--- config.mk ---
export PLATFORM = sky130hd
export DESIGN_NAME = tmr_pwm_slice
export DESIGN_NICKNAME = d
export VERILOG_FILES = /design/src/rtl/tmr_pwm_pkg.sv /design/src/rtl/tmr_evt_sync.sv /design/src/rtl/tmr_cnt_core.sv /design/src/rtl/tmr_wave_gen.sv /design/src/rtl/tmr_pwm_slice.sv
export SDC_FILE = /design/constraint.sdc
export NUM_CORES = 1
export LEC_CHECK = 0
export BUFFER_PORTS_ARGS = -buffer_cell sky130_fd_sc_hd__buf_2
export CORE_ASPECT_RATIO = 1.4
export CORE_MARGIN = 4
export CORE_UTILIZATION = 45
export CTS_CLUSTER_DIAMETER = 120
export DETAILED_ROUTE_END_ITERATION = 6
export PLACE_DENSITY = 0.68
export SLEW_MARGIN = 20
export SYNTH_ARGS = -nofsm -noshare
export SYNTH_HDL_FRONTEND = slang
export SYNTH_SLANG_ARGS = --single-unit
--- constraint.sdc ---
create_clock -name clk -period 2.4 [get_ports clk]
set_input_delay 0.48 -clock clk [delete_from_list [all_inputs] [get_ports clk]]
set_output_delay 0.48 -clock clk [all_outputs]
set_load 0.1 [all_outputs]
--- src/rtl/tmr_pwm_pkg.sv ---
package tmr_pwm_pkg;
   typedef enum logic [1:0] {
      MD_0 = 2'd0,
      MD_1 = 2'd1,
      MD_2 = 2'd2,
      MD_3 = 2'd3
   } tmr_mode_e;
endpackage

--- src/rtl/tmr_evt_sync.sv ---
module tmr_evt_sync #(
   parameter int STAGES = 2
) (
   input  logic clk,
   input  logic rst_n,
   input  logic evt_in,
   output logic fall_pulse
);
   generate
      if (STAGES < 2) begin : g_bad_stages
         $error("tmr_evt_sync: STAGES must be at least 2");
      end
   endgenerate

   logic [STAGES-1:0] sync_q;
   logic              prev_q;

   generate
      for (genvar i = 0; i < STAGES; i++) begin : g_stage
         if (i == 0) begin : g_first
            always_ff @(posedge clk) begin
               if (!rst_n) sync_q[0] <= 1'b1;
               else        sync_q[0] <= evt_in;
            end
         end else begin : g_next
            always_ff @(posedge clk) begin
               if (!rst_n) sync_q[i] <= 1'b1;
               else        sync_q[i] <= sync_q[i-1];
            end
         end
      end
   endgenerate

   always_ff @(posedge clk) begin
      if (!rst_n) prev_q <= 1'b1;
      else        prev_q <= sync_q[STAGES-1];
   end

   assign fall_pulse = prev_q & ~sync_q[STAGES-1];

   // one edge cannot be detected on two successive cycles
   p_single_edge_r7: assert property (@(posedge clk) disable iff (!rst_n)
      fall_pulse |=> !fall_pulse);
endmodule

--- src/rtl/tmr_cnt_core.sv ---
module tmr_cnt_core
   import tmr_pwm_pkg::*;
#(
   parameter int BYTE_W = 8,
   parameter int SEL_W  = 3
) (
   input  logic              clk,
   input  logic              rst_n,
   input  logic              tick,
   input  logic              wr_lo,
   input  logic              wr_hi,
   input  logic [BYTE_W-1:0] wr_data,
   input  logic              pwm_en,
   input  tmr_mode_e         mode,
   input  logic [SEL_W-1:0]  shape_sel,
   output logic [BYTE_W-1:0] lo_q,
   output logic [BYTE_W-1:0] hi_q,
   output logic [BYTE_W-1:0] ramp_q,
   output logic              ovf_evt,
   output logic              match_evt
);
   generate
      if (BYTE_W != (1 << SEL_W)) begin : g_bad_width
         $error("tmr_cnt_core: BYTE_W must equal 2**SEL_W");
      end
   endgenerate

   localparam logic [BYTE_W-1:0]   MAXV = {BYTE_W{1'b1}};
   localparam logic [BYTE_W-1:0]   ONE  = BYTE_W'(1);
   localparam logic [2*BYTE_W-1:0] ONEW = (2*BYTE_W)'(1);
   localparam logic [SEL_W-1:0]    LAST = SEL_W'(BYTE_W - 1);

   logic [BYTE_W-1:0]   lo_n, hi_n, ramp_n;
   logic [BYTE_W-1:0]   fmask, pmask;
   logic [2*BYTE_W-1:0] wide_n;
   logic                any_wr;

   assign fmask  = MAXV >> (LAST - shape_sel);
   assign pmask  = ~(MAXV << shape_sel);
   assign wide_n = {hi_q, lo_q} + ONEW;
   assign any_wr = wr_lo | wr_hi;

   always_comb begin
      lo_n      = lo_q;
      hi_n      = hi_q;
      ramp_n    = ramp_q;
      ovf_evt   = 1'b0;
      match_evt = 1'b0;
      if (any_wr) begin
         if (wr_lo) lo_n = wr_data;
         if (wr_hi) hi_n = wr_data;
      end else if (tick) begin
         if (!pwm_en) begin
            unique case (mode)
               MD_0: begin
                  if ((lo_q & fmask) == fmask) begin
                     lo_n    = lo_q & ~fmask;
                     hi_n    = hi_q + ONE;
                     ovf_evt = (hi_q == MAXV);
                  end else begin
                     lo_n = lo_q + ONE;
                  end
               end
               MD_1: begin
                  {hi_n, lo_n} = wide_n;
                  ovf_evt      = (lo_q == MAXV) && (hi_q == MAXV);
               end
               MD_2: begin
                  if (lo_q == MAXV) begin
                     lo_n    = hi_q;
                     ovf_evt = 1'b1;
                  end else begin
                     lo_n = lo_q + ONE;
                  end
               end
               MD_3: begin
                  lo_n    = lo_q + ONE;
                  ovf_evt = (lo_q == MAXV);
               end
               default: ;
            endcase
         end else begin
            unique case (mode)
               MD_0: begin
                  lo_n = lo_q + ONE;
                  if ((lo_q & pmask) == pmask) begin
                     ramp_n  = ramp_q + ONE;
                     ovf_evt = (ramp_q == MAXV);
                  end
               end
               MD_1: begin
                  lo_n    = lo_q + ONE;
                  ovf_evt = (lo_q == MAXV);
               end
               MD_2: begin
                  if (lo_q == hi_q) begin
                     lo_n      = '0;
                     match_evt = 1'b1;
                     ovf_evt   = 1'b1;
                  end else begin
                     lo_n = lo_q + ONE;
                  end
               end
               MD_3: ;
               default: ;
            endcase
         end
      end
   end

   always_ff @(posedge clk) begin
      if (!rst_n) begin
         lo_q   <= '0;
         hi_q   <= '0;
         ramp_q <= '0;
      end else begin
         lo_q   <= lo_n;
         hi_q   <= hi_n;
         ramp_q <= ramp_n;
      end
   end

   // without a tick or a write both bytes and the ramp stay put
   p_idle_hold_r8: assert property (@(posedge clk) disable iff (!rst_n)
      (!tick && !any_wr) |=> ($stable(lo_q) && $stable(hi_q) && $stable(ramp_q)));

   // the hold mode never moves the count
   p_pwm_hold_r12: assert property (@(posedge clk) disable iff (!rst_n)
      (pwm_en && mode == MD_3 && !any_wr) |=> ($stable(lo_q) && $stable(hi_q)));

   // a reload takes the value the high byte had
   p_reload_r5: assert property (@(posedge clk) disable iff (!rst_n)
      (tick && !any_wr && !pwm_en && mode == MD_2 && lo_q == MAXV)
      |=> (lo_q == $past(hi_q)));

   // a write lands in the addressed byte
   p_write_lo_r2: assert property (@(posedge clk) disable iff (!rst_n)
      wr_lo |=> (lo_q == $past(wr_data)));
endmodule

--- src/rtl/tmr_wave_gen.sv ---
module tmr_wave_gen
   import tmr_pwm_pkg::*;
#(
   parameter int BYTE_W = 8
) (
   input  logic              clk,
   input  logic              rst_n,
   input  logic              pwm_en,
   input  tmr_mode_e         mode,
   input  logic [BYTE_W-1:0] lo_q,
   input  logic [BYTE_W-1:0] hi_q,
   input  logic [BYTE_W-1:0] ramp_q,
   input  logic              match_evt,
   output logic              wave_q
);
   always_ff @(posedge clk) begin
      if (!rst_n) begin
         wave_q <= 1'b0;
      end else if (!pwm_en) begin
         wave_q <= 1'b0;
      end else begin
         unique case (mode)
            MD_0: wave_q <= (ramp_q < hi_q);
            MD_1: wave_q <= (lo_q < hi_q);
            MD_2: if (match_evt) wave_q <= ~wave_q;
            MD_3: wave_q <= wave_q;
            default: wave_q <= wave_q;
         endcase
      end
   end

   // counting family keeps the output low
   p_count_low_r13: assert property (@(posedge clk) disable iff (!rst_n)
      !pwm_en |=> !wave_q);

   // zero duty gives a low output
   p_duty_zero_r9: assert property (@(posedge clk) disable iff (!rst_n)
      (pwm_en && mode == MD_1 && hi_q == '0) |=> !wave_q);

   // a match flips the output on the next edge
   p_toggle_r11: assert property (@(posedge clk) disable iff (!rst_n)
      match_evt |=> (wave_q != $past(wave_q)));
endmodule

--- src/rtl/tmr_pwm_slice.sv ---
module tmr_pwm_slice
   import tmr_pwm_pkg::*;
#(
   parameter int BYTE_W      = 8,
   parameter int SYNC_STAGES = 2,
   localparam int SEL_W      = $clog2(BYTE_W)
) (
   input  logic              clk,
   input  logic              rst_n,
   input  logic              evt_in,
   input  logic              run_en,
   input  logic              cnt_src,
   input  logic              pwm_en,
   input  logic [1:0]        mode_sel,
   input  logic [SEL_W-1:0]  shape_sel,
   input  logic              wr_lo,
   input  logic              wr_hi,
   input  logic [BYTE_W-1:0] wr_data,
   input  logic              ovf_clr,
   output logic              ovf_flag,
   output logic              wave_out,
   output logic [BYTE_W-1:0] cnt_lo,
   output logic [BYTE_W-1:0] cnt_hi
);
   logic              fall_pulse, tick, ovf_evt, match_evt;
   logic [BYTE_W-1:0] ramp_q;
   tmr_mode_e         mode;

   assign mode = tmr_mode_e'(mode_sel);
   assign tick = run_en & (cnt_src ? fall_pulse : 1'b1);

   tmr_evt_sync #(.STAGES(SYNC_STAGES)) u_sync (
      .clk        (clk),
      .rst_n      (rst_n),
      .evt_in     (evt_in),
      .fall_pulse (fall_pulse)
   );

   tmr_cnt_core #(.BYTE_W(BYTE_W), .SEL_W(SEL_W)) u_core (
      .clk       (clk),
      .rst_n     (rst_n),
      .tick      (tick),
      .wr_lo     (wr_lo),
      .wr_hi     (wr_hi),
      .wr_data   (wr_data),
      .pwm_en    (pwm_en),
      .mode      (mode),
      .shape_sel (shape_sel),
      .lo_q      (cnt_lo),
      .hi_q      (cnt_hi),
      .ramp_q    (ramp_q),
      .ovf_evt   (ovf_evt),
      .match_evt (match_evt)
   );

   tmr_wave_gen #(.BYTE_W(BYTE_W)) u_wave (
      .clk       (clk),
      .rst_n     (rst_n),
      .pwm_en    (pwm_en),
      .mode      (mode),
      .lo_q      (cnt_lo),
      .hi_q      (cnt_hi),
      .ramp_q    (ramp_q),
      .match_evt (match_evt),
      .wave_q    (wave_out)
   );

   always_ff @(posedge clk) begin
      if (!rst_n)       ovf_flag <= 1'b0;
      else if (ovf_evt) ovf_flag <= 1'b1;
      else if (ovf_clr) ovf_flag <= 1'b0;
   end

   // the flag survives until software clears it
   p_ovf_sticky_r3: assert property (@(posedge clk) disable iff (!rst_n)
      (ovf_flag && !ovf_clr) |=> ovf_flag);

   // a wrap always leaves the flag set
   p_ovf_set_r3: assert property (@(posedge clk) disable iff (!rst_n)
      ovf_evt |=> ovf_flag);
endmodule

**After elaboration in Yosys (flattened, before gate mapping)**

Cells that the tools add are included.

- Add/sub/neg operators: 5
- Multipliers: 0
- Divide/modulo/power cells: 0
- Order comparisons: 2
- Equal/unequal tests: 15
- Shift operators: 2
- Multiplexer cells: 33
- Bitwise gates (word level): 12
- Reductions and logical operators: 11

Operators with widths:

| cell | count |
|---|---|
| two-way mux 8 bit | 12 |
| case mux 8 bit (2 select lines) | 2 |
| case mux 8 bit (4 select lines) | 1 |
| adder 8 x 1 -> 8 bit (second input constant) | 3 |
| bitwise AND 8 bit | 3 |
| equality test 8 bit | 3 |
| equality test 8 bit (second input constant) | 3 |
| adder 16 x 1 -> 16 bit (second input constant) | 1 |
| < comparator 8 bit | 2 |
| inverter 8 bit | 2 |
| two-way mux 1 bit | 15 |
| AND reduction 5 bit | 2 |
| << shifter 8 x 3 -> 8 bit (first input constant) | 1 |
| right shift 8 x 3 -> 8 bit (first input constant) | 1 |
| != test 2 bit (second input constant) | 3 |
| case mux 1 bit (3 select lines) | 2 |
| equality test 2 bit (second input constant) | 2 |
| != test 4 x 2 -> 1 bit (second input constant) | 1 |
| inverter 1 bit | 4 |
| case mux 1 bit (4 select lines) | 1 |
| AND reduction 2 bit | 2 |
| nonzero test 2 bit | 2 |
| != test 3 x 1 -> 1 bit (second input constant) | 1 |
| AND reduction 3 bit | 1 |
| 9 further kinds | 10 |

- Register bits: 29
- Latch bits: 0
- Memory bits (writable): 0
- Bits in read-only memories: 0
- Bits of input ports: 22
- Output and inout port bits: 18
- Word-level logic and storage cells: 88
- Memories: 0

**Depth between registers and ports, before layout**

Gate-level depths: netlist of the first run.

- Depth in word-level cells: 10
- Depth in mapped cells: 9
- Mapped depth without buffers: 8

**Cells and area by module**

A second synthesis of the first run with hierarchy kept.

- Cell total of the unflattened synthesis: 356
- Area, all modules: 2708.8 µm²

Modules (own cells, without submodules):

| module | times used | cells each | area each (µm²) | seq. area each (µm²) |
|---|---|---|---|---|
| tmr_cnt_core | 1 | 293 | 2109.5 | 480.5 |
| tmr_wave_gen | 1 | 51 | 461.7 | 20.0 |
| tmr_evt_sync | 1 | 7 | 85.1 | 60.1 |
| tmr_pwm_slice | 1 | 5 | 52.6 | 20.0 |

**Worst setup path before layout of the first run**

OpenSTA, ideal clock, no wires.

- Path type: register to register
- Start point: register u_core.hi_q[3]
- End point: register u_core.lo_q[7]
- Setup time: 0.136 ns
- Arrival time: 2.841 ns
- Data required time: 2.264 ns
- Setup slack: -0.577 ns
- Stages on the path, launching flop included: 9
- Path buffers: 0
- Period minus slack after synthesis: 2.977 ns
- Cell sequence: dfxtp_1 inv_1 ha_1 nand4_1 nor3_1 nand2b_1 o21ai_0 a2111oi_0 a211oi_1

- Cells in the longest elaborated chain, start to end: 6

Ends and longest elaborated chain:

| what | line | source |
|---|---|---|
| start, declared | tmr_cnt_core.sv:17 | `output logic [BYTE_W-1:0] hi_q,` |
| start signal, assigned | tmr_cnt_core.sv:118 | `hi_q <= hi_n;` |
| equality test 8 bit | tmr_cnt_core.sv:96 | `if (lo_q == hi_q) begin` |
| two-way mux 8 bit | tmr_cnt_core.sv:96 |  |
| case mux 8 bit (2 select lines) | tmr_cnt_core.sv:83 | `unique case (mode)` |
| two-way mux 8 bit | tmr_cnt_core.sv:53 | `if (!pwm_en) begin` |
| two-way mux 8 bit | tmr_cnt_core.sv:52 | `end else if (tick) begin` |
| two-way mux 8 bit | tmr_cnt_core.sv:49 | `if (any_wr) begin` |
| end signal, assigned | tmr_cnt_core.sv:117 | `lo_q <= lo_n;` |
| end, declared | tmr_cnt_core.sv:16 | `output logic [BYTE_W-1:0] lo_q,` |

Every way passes these cells. The select of a mux whose other input is x is not followed.
A chain may end at the register's enable or synchronous reset.

**Final worst setup path of the first run**

- Start point: register u_core.hi_q[5]
- End point: register u_core.lo_q[3]

Same word-level chain as after synthesis.

==> run metrics, run 1 <==
first-pass GRT wire length=~16000 µm; Clock Root Buffer=clkbuf_8; initial antenna violation count=0; Pleak=about 1.4 nW; Data arrival, critical path=between 2 and 2.5 ns; largest net degree at the start of global routing=19; Fmax=about 450 MHz; Post-CTS Resized=0; Die Wd=74.3 µm; overall routing resource usage=approximately 28%; Final nets=between 400 and 500; via density per instance=approximately 6.2; number of port buffers=39; Critical Setup Path Class=reg -> reg; drt first pass iters=5; prevailing post-synth register cell=dfxtp_1; clk_lat worst skew=0.28 ns; Initial Utilization=between 40% and 50%; Post-synth EDFFs=0; clock sink count=29; sequential share of the synthesized area=roughly a fifth; cts bufs inserted=5; initial drt markers=roughly 260; total global routing overflow=0; hpwl dp=approximately 7700 µm; Total Power=about 1.6 mW; routed via count=~3200; Synth area leaders=dfxtp_1 21%, ha_1 10%, nand2_1 4.7%; R2R Path End=u_core.lo_q[3]$_SDFFE_PN0P_; Area Overhead vs Synth=22.4%; Async S/R FF share, synth=0%; RR Startpoint=u_core.hi_q[5]$_SDFFE_PN0P_; hold buffer count at cts=0; share of cells above drive strength 1=between 20% and 30%; Die Y=~100 µm; Core Region=~5900 µm²; worst slew pin tran=about 0.58 ns; peak supply drop=about 770 µV; Final Cycle Share=slightly above 90%; skew final=between 0.007 and 0.008 ns; Final setup viols=0; H-tree Lvls=2; Mean Syn Cell Area=approximately 7.4 µm²; Antenna Diode Count=0; Ys Warns=0; routability cong.=1.02; Min Clock Period, post-route=approximately 2.2 ns; post-synthesis cell area=around 2800 µm²; site row count=33; CP Launch Type=flop; final hold violation count=0; most frequent cells in the layout=39 x buf_2, 36 x buf_4, 35 x nand2_1; Relative slew margins=61.6%; Crit. End Element=flop; CTS clk-pin slew, worst paths=0.07 ns; hold_sp=evt_in; wire per inst=19.4 µm; die area=between 7000 and 8000 µm²; post-synth cell types=60; Hold EP=u_sync.sync_q[0]$_SDFF_PN1_; pwr dens=approximately 480 nW/µm²; post-synth top area cell=dfxtp_1; Critical Path Fanout Max=6; synthesized instance count=between 300 and 400; drt drc=0; RSZ-0062 raised after global routing=no; most common cell after layout, fill and taps aside=buf_2; HP Class=in -> reg; clk buf depth=2; R2R setup slack=between 0.15 and 0.2 ns; count of final max-slew check failures=0; WHS=between 0.3 and 0.4 ns; Worst EP required=approximately 2.6 ns; syn_nets=420; final WL=9850 µm; Boundary Pins=40; Seq cells post-synth=29; status=completed; max cap viols=0; setup bufs post-CTS=0; reg2reg path depth=10; worst hold stages=2; DRT antenna net count=0; top cell type's share of synthesized area=21.0%; TritonCTS clock tree=yes; number of global-route vias before repair=about 3000
-- cells in the mapped netlist (all sizes together) (4+ instances only) --
master  count
a21oi      25
and3        6
a21boi      8
o22ai       4
nand4      11
xnor2       7
nand3      16
dfxtp      29
a211oi      6
nand4b      4
nor2       30
nor3        8
o31ai       6
and2        8
nor2b       6
nand2b     12
ha         22
inv        19
o21ai      26
o211ai      4
xor2        5
nand2      35
clkbuf     17
or3         4
-- flip-flops by register name, indices dropped and copies added (netlist names) --
signal and cells:
u_core.hi_q 8, u_sync.sync_q 2, u_wave.wave_q 1, u_core.ramp_q 8, u_core.lo_q 8, u_sync.prev_q 1, ovf_flag 1
-- logic make-up after synthesis --
kind of cell / count (synthesis) / share of synthesized area, %
adders and majority gates: 22 / 9.95
muxes: 4 / 1.49
xor gates and xnor gates: 12 / 3.80
DFF: 29 / 21.0
buffers and inverters: 40 / 6.02
and+or+nand+nor: 148 / 28.1
AOI/OAI and AO/OA: 121 / 29.7
-- report_power, final --
part | internal, mW | switching (mW)
clock | 0.338 | 0.201
sequential | 0.504 | 0.0555
combinational | 0.167 | 0.374
total | 1.01 | 0.630
-- worst max-delay path by stage --
stage,startpoint,to,slack (ns),depth (start not counted)
floorplan,u_core.lo_q[5]$_SDFFE_PN0P_,u_core.lo_q[7]$_SDFFE_PN0P_,-0.05,8
global route,u_core.hi_q[5]$_SDFFE_PN0P_,u_core.lo_q[3]$_SDFFE_PN0P_,0.008,10
CTS,u_core.hi_q[5]$_SDFFE_PN0P_,u_core.lo_q[3]$_SDFFE_PN0P_,0.17,10
global placement,shape_sel[1],u_core.hi_q[0]$_SDFFE_PN0P_,0.002,8
finish,u_core.hi_q[5]$_SDFFE_PN0P_,u_core.lo_q[3]$_SDFFE_PN0P_,0.19,10
detailed placement,shape_sel[1],u_core.hi_q[0]$_SDFFE_PN0P_,-0.03,8
-- cell type report --
type | instances | area, µm²
clock buffers | 7 | 86.3
inverters | 20 | 75.1
flip-flops and latches | 29 | 623
well taps | 70 | 87.6
multi-input cells | 307 | 2020
fillers | 561 | 2520
repair buffers | 75 | 465
clock inverters | 1 | 30.0
-- metrics by stage --
step	instance area, µm²	setup TNS [ns]	instances	utilization (%)	worst slack [ns]
after detailed placement	3270	-0.0361	501	55.4	-0.0295
after floorplan	2810	-0.0477	376	-	-0.0477
final	3390	0	509	57.4	0.187
after global routing	3390	0	509	57.4	0.00836
after global placement	3270	0	501	55.4	0.00225
after CTS	3390	0	509	57.4	0.175
-- worst max-delay path: stages, from the launching register on --
cell	delay, ns
dfxtp_4	0.38
inv_1	0.10
ha_1	0.35
nand2_1	0.08
nor3_1	0.19
buf_4	0.18
nand2b_1	0.15
buf_4	0.13
a21oi_1	0.08
a311oi_1	0.32
o41ai_1	0.14
-- metal layers --
metal	up-vias	GRT usage, %	share of wire (%)
met3	34	4.19	5.1
met5	-	0	0
met2	126	45.4	49
met4	0	14.5	5.3
li1	1522	-	-
met1	1487	34.2	41
Note: power is estimated with default switching activity, not from simulation.
==> inputs of run 2 (changes only) <==
- BUFFER_PORTS_ARGS: -buffer_cell sky130_fd_sc_hd__buf_2 -> not set
- DONT_BUFFER_PORTS: not set -> 1
- PLACE_DENSITY: 0.68 -> 0.62
==> run metrics, run 2 (synthesized netlist as in run 1, its figures left out) <==
status=completed (unchanged); RSZ-0062 raised after global routing=no (unchanged); setup_tns=0 ns (unchanged); drt first pass iters=5 (unchanged); initial drt markers=238 (was 257); CP top delay family=compound AO/OA/AOI/OAI gates (unchanged); Relative slew margins=63.9% (was 61.6%); DRT antenna net count=0 (unchanged); Initial Utilization=46.9% (unchanged); final setup margin=0.167 ns (was 0.187 ns); Critical Path Fanout Max=6 (unchanged); Crit. End Element=flop (unchanged); Pleak=1.24 nW (was 1.39 nW); Area Overhead vs Synth=16.9% (was 22.4%); crit-path cells=buf_4, o21ai_0, o41ai_1, buf_4, and2_1, a21boi_1, o22ai_1 (was inv_1, ha_1, nand2_1, nor3_1, buf_4, nand2b_1, buf_4, a21oi_1, a311oi_1, o41ai_1); most common cell after layout, fill and taps aside=buf_4 (was buf_2); Critical-path top delay cell=o41ai_1 (was dfxtp_4); clock sink count=29 (unchanged); Sw Ratio=38.1% (was 38.4%); hpwl dp=7620 µm (was 7670 µm); final WL=9890 µm (was 9850 µm); share of cells above drive strength 1=17.0% (was 23.2%); Power Internal=0.967 mW (was 1.01 mW); fin util=54.8% (was 57.4%); Min Clock Period, post-route=2.23 ns (was 2.21 ns); DP Worst Slack=0.125 ns (was -0.0295 ns); count of final max-slew check failures=0 (unchanged); Post-CTS Resized=0 (unchanged); clk_lat worst skew=0.29 ns (was 0.28 ns); via density per instance=6.45 (was 6.23); Fmax=448 MHz (was 452 MHz); clk buf depth=2 (unchanged); worst slew pin tran=0.541 ns (was 0.576 ns); number of port buffers=0 (was 39); Data arrival, critical path=2.41 ns (was 2.38 ns); area of the multi-input gates=2030 µm² (was 2020 µm²); Cells after DPL=467 (was 501); Final nets=448 (was 482); clock share of power=32.4% (was 32.9%); routability cong.=1.05 (was 1.02); HP Class=in -> reg (unchanged); FF+latch area=623 µm² (unchanged); R2R setup slack=0.17 ns (was 0.19 ns); Core Region=5900 µm² (unchanged); routed via count=3063 (was 3169); Logic pwr share=32.6% (was 33.0%); Placed Area=3110 µm² (was 3270 µm²); first-pass GRT wire length=15800 µm (unchanged); Net Sw Power=0.596 mW (was 0.630 mW); crit path buf inv count=2 (was 3); skew final=0.0142 ns (was 0.00787 ns); layout filler cell count=607 (was 561); max cap viols=0 (unchanged); Worst EP required=2.58 ns (was 2.56 ns); Critical Setup Path Class=reg -> reg (unchanged); site row count=33 (unchanged); TritonCTS clock tree=yes (unchanged); Die Wd=74.3 µm (unchanged); die area=7480 µm² (unchanged); wire per inst=20.8 µm (was 19.4 µm); CP most frequent cell=buf_4 (unchanged); Total Power=1.56 mW (was 1.64 mW); Final Instance Area=3230 µm² (was 3390 µm²); Die Y=101 µm (unchanged); pwr dens=483 nW/µm² (was 484 nW/µm²); cts bufs inserted=5 (unchanged); H-tree Lvls=2 (unchanged); largest net degree at the start of global routing=31 (was 19); most frequent cells in the layout=41 x buf_4, 35 x nand2_1, 30 x nor2_1 (was 39 x buf_2, 36 x buf_4, 35 x nand2_1); number of global-route vias before repair=2994 (was 2995); CP max stage delay=0.41 ns (was 0.38 ns); CTS clk-pin slew, worst paths=0.07 ns (about the same); Flop pwr share=35.0% (was 34.2%); hold buffer count at cts=0 (unchanged); initial antenna violation count=0 (unchanged); Clock Root Buffer=clkbuf_8 (unchanged); total global routing overflow=0 (unchanged); WHS=0.262 ns (was 0.377 ns); peak supply drop=517 µV (was 771 µV); setup bufs post-CTS=0 (unchanged); Antenna Diode Count=0 (unchanged); drt drc=0 (unchanged); Largest regs=u_core.hi_q (8), u_core.lo_q (8), u_core.ramp_q (8) (unchanged); overall routing resource usage=27.9% (was 27.6%); final hold violation count=0 (unchanged); Boundary Pins=40 (unchanged); CP Launch Type=flop (unchanged); Final setup viols=0 (unchanged); Final Non-Filler Cells=475 (was 509); Final Cycle Share=93.1% (was 92.2%)
-- run 2: changes by cell type in the layout (fill, tap and decap cells not counted), sizes merged --
cell	delta
clkbuf	-1
clkinv	+1
buf	-34
-- run 2: worst paths after layout --
path / startpoint / to / depth (start not counted)
setup / recovery: u_core.lo_q[0]$_SDFFE_PN0P_ / u_core.hi_q[0]$_SDFFE_PN0P_ / 7
hold / removal: rst_n / u_sync.sync_q[1]$_SDFF_PN1_ / 1
setup reg to reg: u_core.lo_q[0]$_SDFFE_PN0P_ / u_core.hi_q[0]$_SDFFE_PN0P_ / 7
hold reg to reg: u_sync.sync_q[0]$_SDFF_PN1_ / u_sync.sync_q[1]$_SDFF_PN1_ / 1
-- run 2: worst register-to-register path, stage by stage (launching register included) --
cell      delay (ns)
dfxtp_4         0.38
buf_4           0.31
o21ai_0         0.28
o41ai_1         0.41
buf_4           0.19
and2_1          0.24
a21boi_1        0.21
o22ai_1         0.10
-- run 2: final cells by class --
type	instances	area share, %
Multi-Input combinational cell	307	62.9
Sequential cell	29	19.3
Timing Repair Buffer	41	9.52
Tap cell	70	2.71
Inverter	20	2.32
Clock buffer	6	2.24
Clock inverter	2	1.04
-- run 2: per-layer routing --
layer  vias to the layer above  wire, µm  track usage, %
met5                         -         0               0
met4                         0       701            19.0
met3                        59       731            5.39
met2                       157      4680            45.2
met1                      1391      3770            32.6
li1                       1456         -               -
-- run 2: power by group through the flow --
| stage | combinational (mW) | sequential [mW] | clock [mW] |
|---|---|---|---|
| floorplan | 0.243 | 0.690 | 0 |
| global placement | 0.500 | 0.556 | 0 |
| detailed placement | 0.501 | 0.557 | 0 |
| CTS | 0.503 | 0.546 | 0.523 |
| global route | 0.548 | 0.550 | 0.540 |
| finish | 0.510 | 0.547 | 0.506 |
==> inputs of run 3 (changes only) <==
- CORE_UTILIZATION: 45 -> 40
- PLACE_DENSITY: 0.62 -> 0.56
==> run metrics, run 3 (synthesized netlist as in run 1, its figures left out) <==
final hold violation count=0 (unchanged); Final nets=454 (was 448); hpwl dp=7860 µm (was 7620 µm); CTS clk-pin slew, worst paths=0.08 ns (was 0.07 ns); Min Clock Period, post-route=2.22 ns (was 2.23 ns); drt drc=0 (unchanged); via density per instance=6.08 (was 6.45); pwr dens=452 nW/µm² (was 483 nW/µm²); R2R setup slack=0.18 ns (was 0.17 ns); drt first pass iters=5 (unchanged); Crit. End Element=flop (unchanged); Fmax=450 MHz (was 448 MHz); status=completed (unchanged); most frequent cells in the layout=47 x buf_4, 35 x nand2_1, 30 x nor2_1 (was 41 x buf_4, 35 x nand2_1, 30 x nor2_1); WHS=0.254 ns (was 0.262 ns); Final Non-Filler Cells=503 (was 475); site row count=35 (was 33); Die Wd=78.3 µm (was 74.3 µm); skew final=0.0125 ns (was 0.0142 ns); DRT antenna net count=0 (unchanged); Final Cycle Share=92.6% (was 93.1%); Worst EP required=2.56 ns (was 2.58 ns); clock sink count=29 (unchanged); clk buf depth=2 (unchanged); TritonCTS clock tree=yes (unchanged); initial drt markers=248 (was 238); largest net degree at the start of global routing=31 (unchanged); initial antenna violation count=0 (unchanged); Relative slew margins=63.0% (was 63.9%); H-tree Lvls=2 (unchanged); first-pass GRT wire length=16200 µm (was 15800 µm); routed via count=3058 (was 3063); HP Class=in -> reg (unchanged); worst slew pin tran=0.550 ns (was 0.541 ns); number of port buffers=0 (unchanged); Boundary Pins=40 (unchanged); Core Region=6660 µm² (was 5900 µm²); Cells after DPL=495 (was 467); wire per inst=19.9 µm (was 20.8 µm); DP Worst Slack=0.102 ns (was 0.125 ns); Final setup viols=0 (unchanged); CP Launch Type=flop (unchanged); total global routing overflow=0 (unchanged); Pleak=1.25 nW (was 1.24 nW); final WL=10000 µm (was 9890 µm); die area=8330 µm² (was 7480 µm²); peak supply drop=416 µV (was 517 µV); most common cell after layout, fill and taps aside=buf_4 (unchanged); max cap viols=0 (unchanged); hold buffer count at cts=0 (unchanged); Clock Root Buffer=clkbuf_8 (unchanged); Largest regs=u_core.hi_q (8), u_core.lo_q (8), u_core.ramp_q (8) (unchanged); number of global-route vias before repair=3037 (was 2994); Die Y=106 µm (was 101 µm); Critical Setup Path Class=reg -> reg (unchanged); overall routing resource usage=25.1% (was 27.9%); Antenna Diode Count=0 (unchanged); Data arrival, critical path=2.39 ns (was 2.41 ns); count of final max-slew check failures=0 (unchanged); RSZ-0062 raised after global routing=yes (was no); final setup margin=0.177 ns (was 0.167 ns); setup_tns=0 ns (unchanged); cts bufs inserted=5 (unchanged); Area Overhead vs Synth=18.7% (was 16.9%); Critical Path Fanout Max=14 (was 6); Initial Utilization=41.6% (was 46.9%); clk_lat worst skew=0.30 ns (was 0.29 ns); share of cells above drive strength 1=18.5% (was 17.0%); routability cong.=0.964 (was 1.05)
[run 3: timing repair]
action	4_1_cts	5_1_grt
buffers inserted	0	0
endpoints found under the setup margin	0	2
gates resized for setup	0	3
[run 3: report_power, final]
group	internal, mW	switching (mW)	leakage [nW]
logic	0.160	0.353	0.969
registers	0.504	0.0453	0.246
clock network	0.203	0.218	0.0364
total	0.867	0.617	1.25
[run 3: routing by layer]
layer	GRT usage [%]	part of all wire [%]	up-vias
met1	29.7	39	1413
met2	41.7	48	136
met5	0	0	-
li1	-	-	1471
met4	14.9	6.2	0
met3	4.75	7.4	38
[run 3: stage by stage]
stage	util (%)	cell area, µm²	power [mW]
3_5_place_dp	47.9	3190	1.07
2_1_floorplan	-	2810	0.933
6_report	49.3	3280	1.48
3_3_place_gp	47.9	3190	1.07
4_1_cts	49.2	3280	1.49
5_1_grt	49.3	3280	1.56
[run 3: worst paths after layout]
| check | from | endpoint | depth (start not counted) |
|---|---|---|---|
| worst max-delay path | u_core.lo_q[2]$_SDFFE_PN0P_ | u_core.lo_q[7]$_SDFFE_PN0P_ | 6 |
| worst min-delay path | rst_n | u_sync.sync_q[0]$_SDFF_PN1_ | 1 |
| worst max register to register | u_core.lo_q[2]$_SDFFE_PN0P_ | u_core.lo_q[7]$_SDFFE_PN0P_ | 6 |
| worst min register to register | u_sync.sync_q[0]$_SDFF_PN1_ | u_sync.sync_q[1]$_SDFF_PN1_ | 1 |
[run 3: final cells by class]
cell class	instances	area, µm²
clock buffers	5	68.8
fillers	717	3370
inverters	20	75.1
clock inverters	3	22.5
flip-flops and latches	29	623
repair buffers	47	353
multi-input cells	307	2030
well taps	92	115
[run 3: worst max-delay path, stage by stage (launching register included)]
cell,delay [ns]
dfxtp_2,0.52
nand4_1,0.20
or3_1,0.39
xor2_1,0.32
o21ai_0,0.15
a2111oi_1,0.42
a211oi_1,0.09
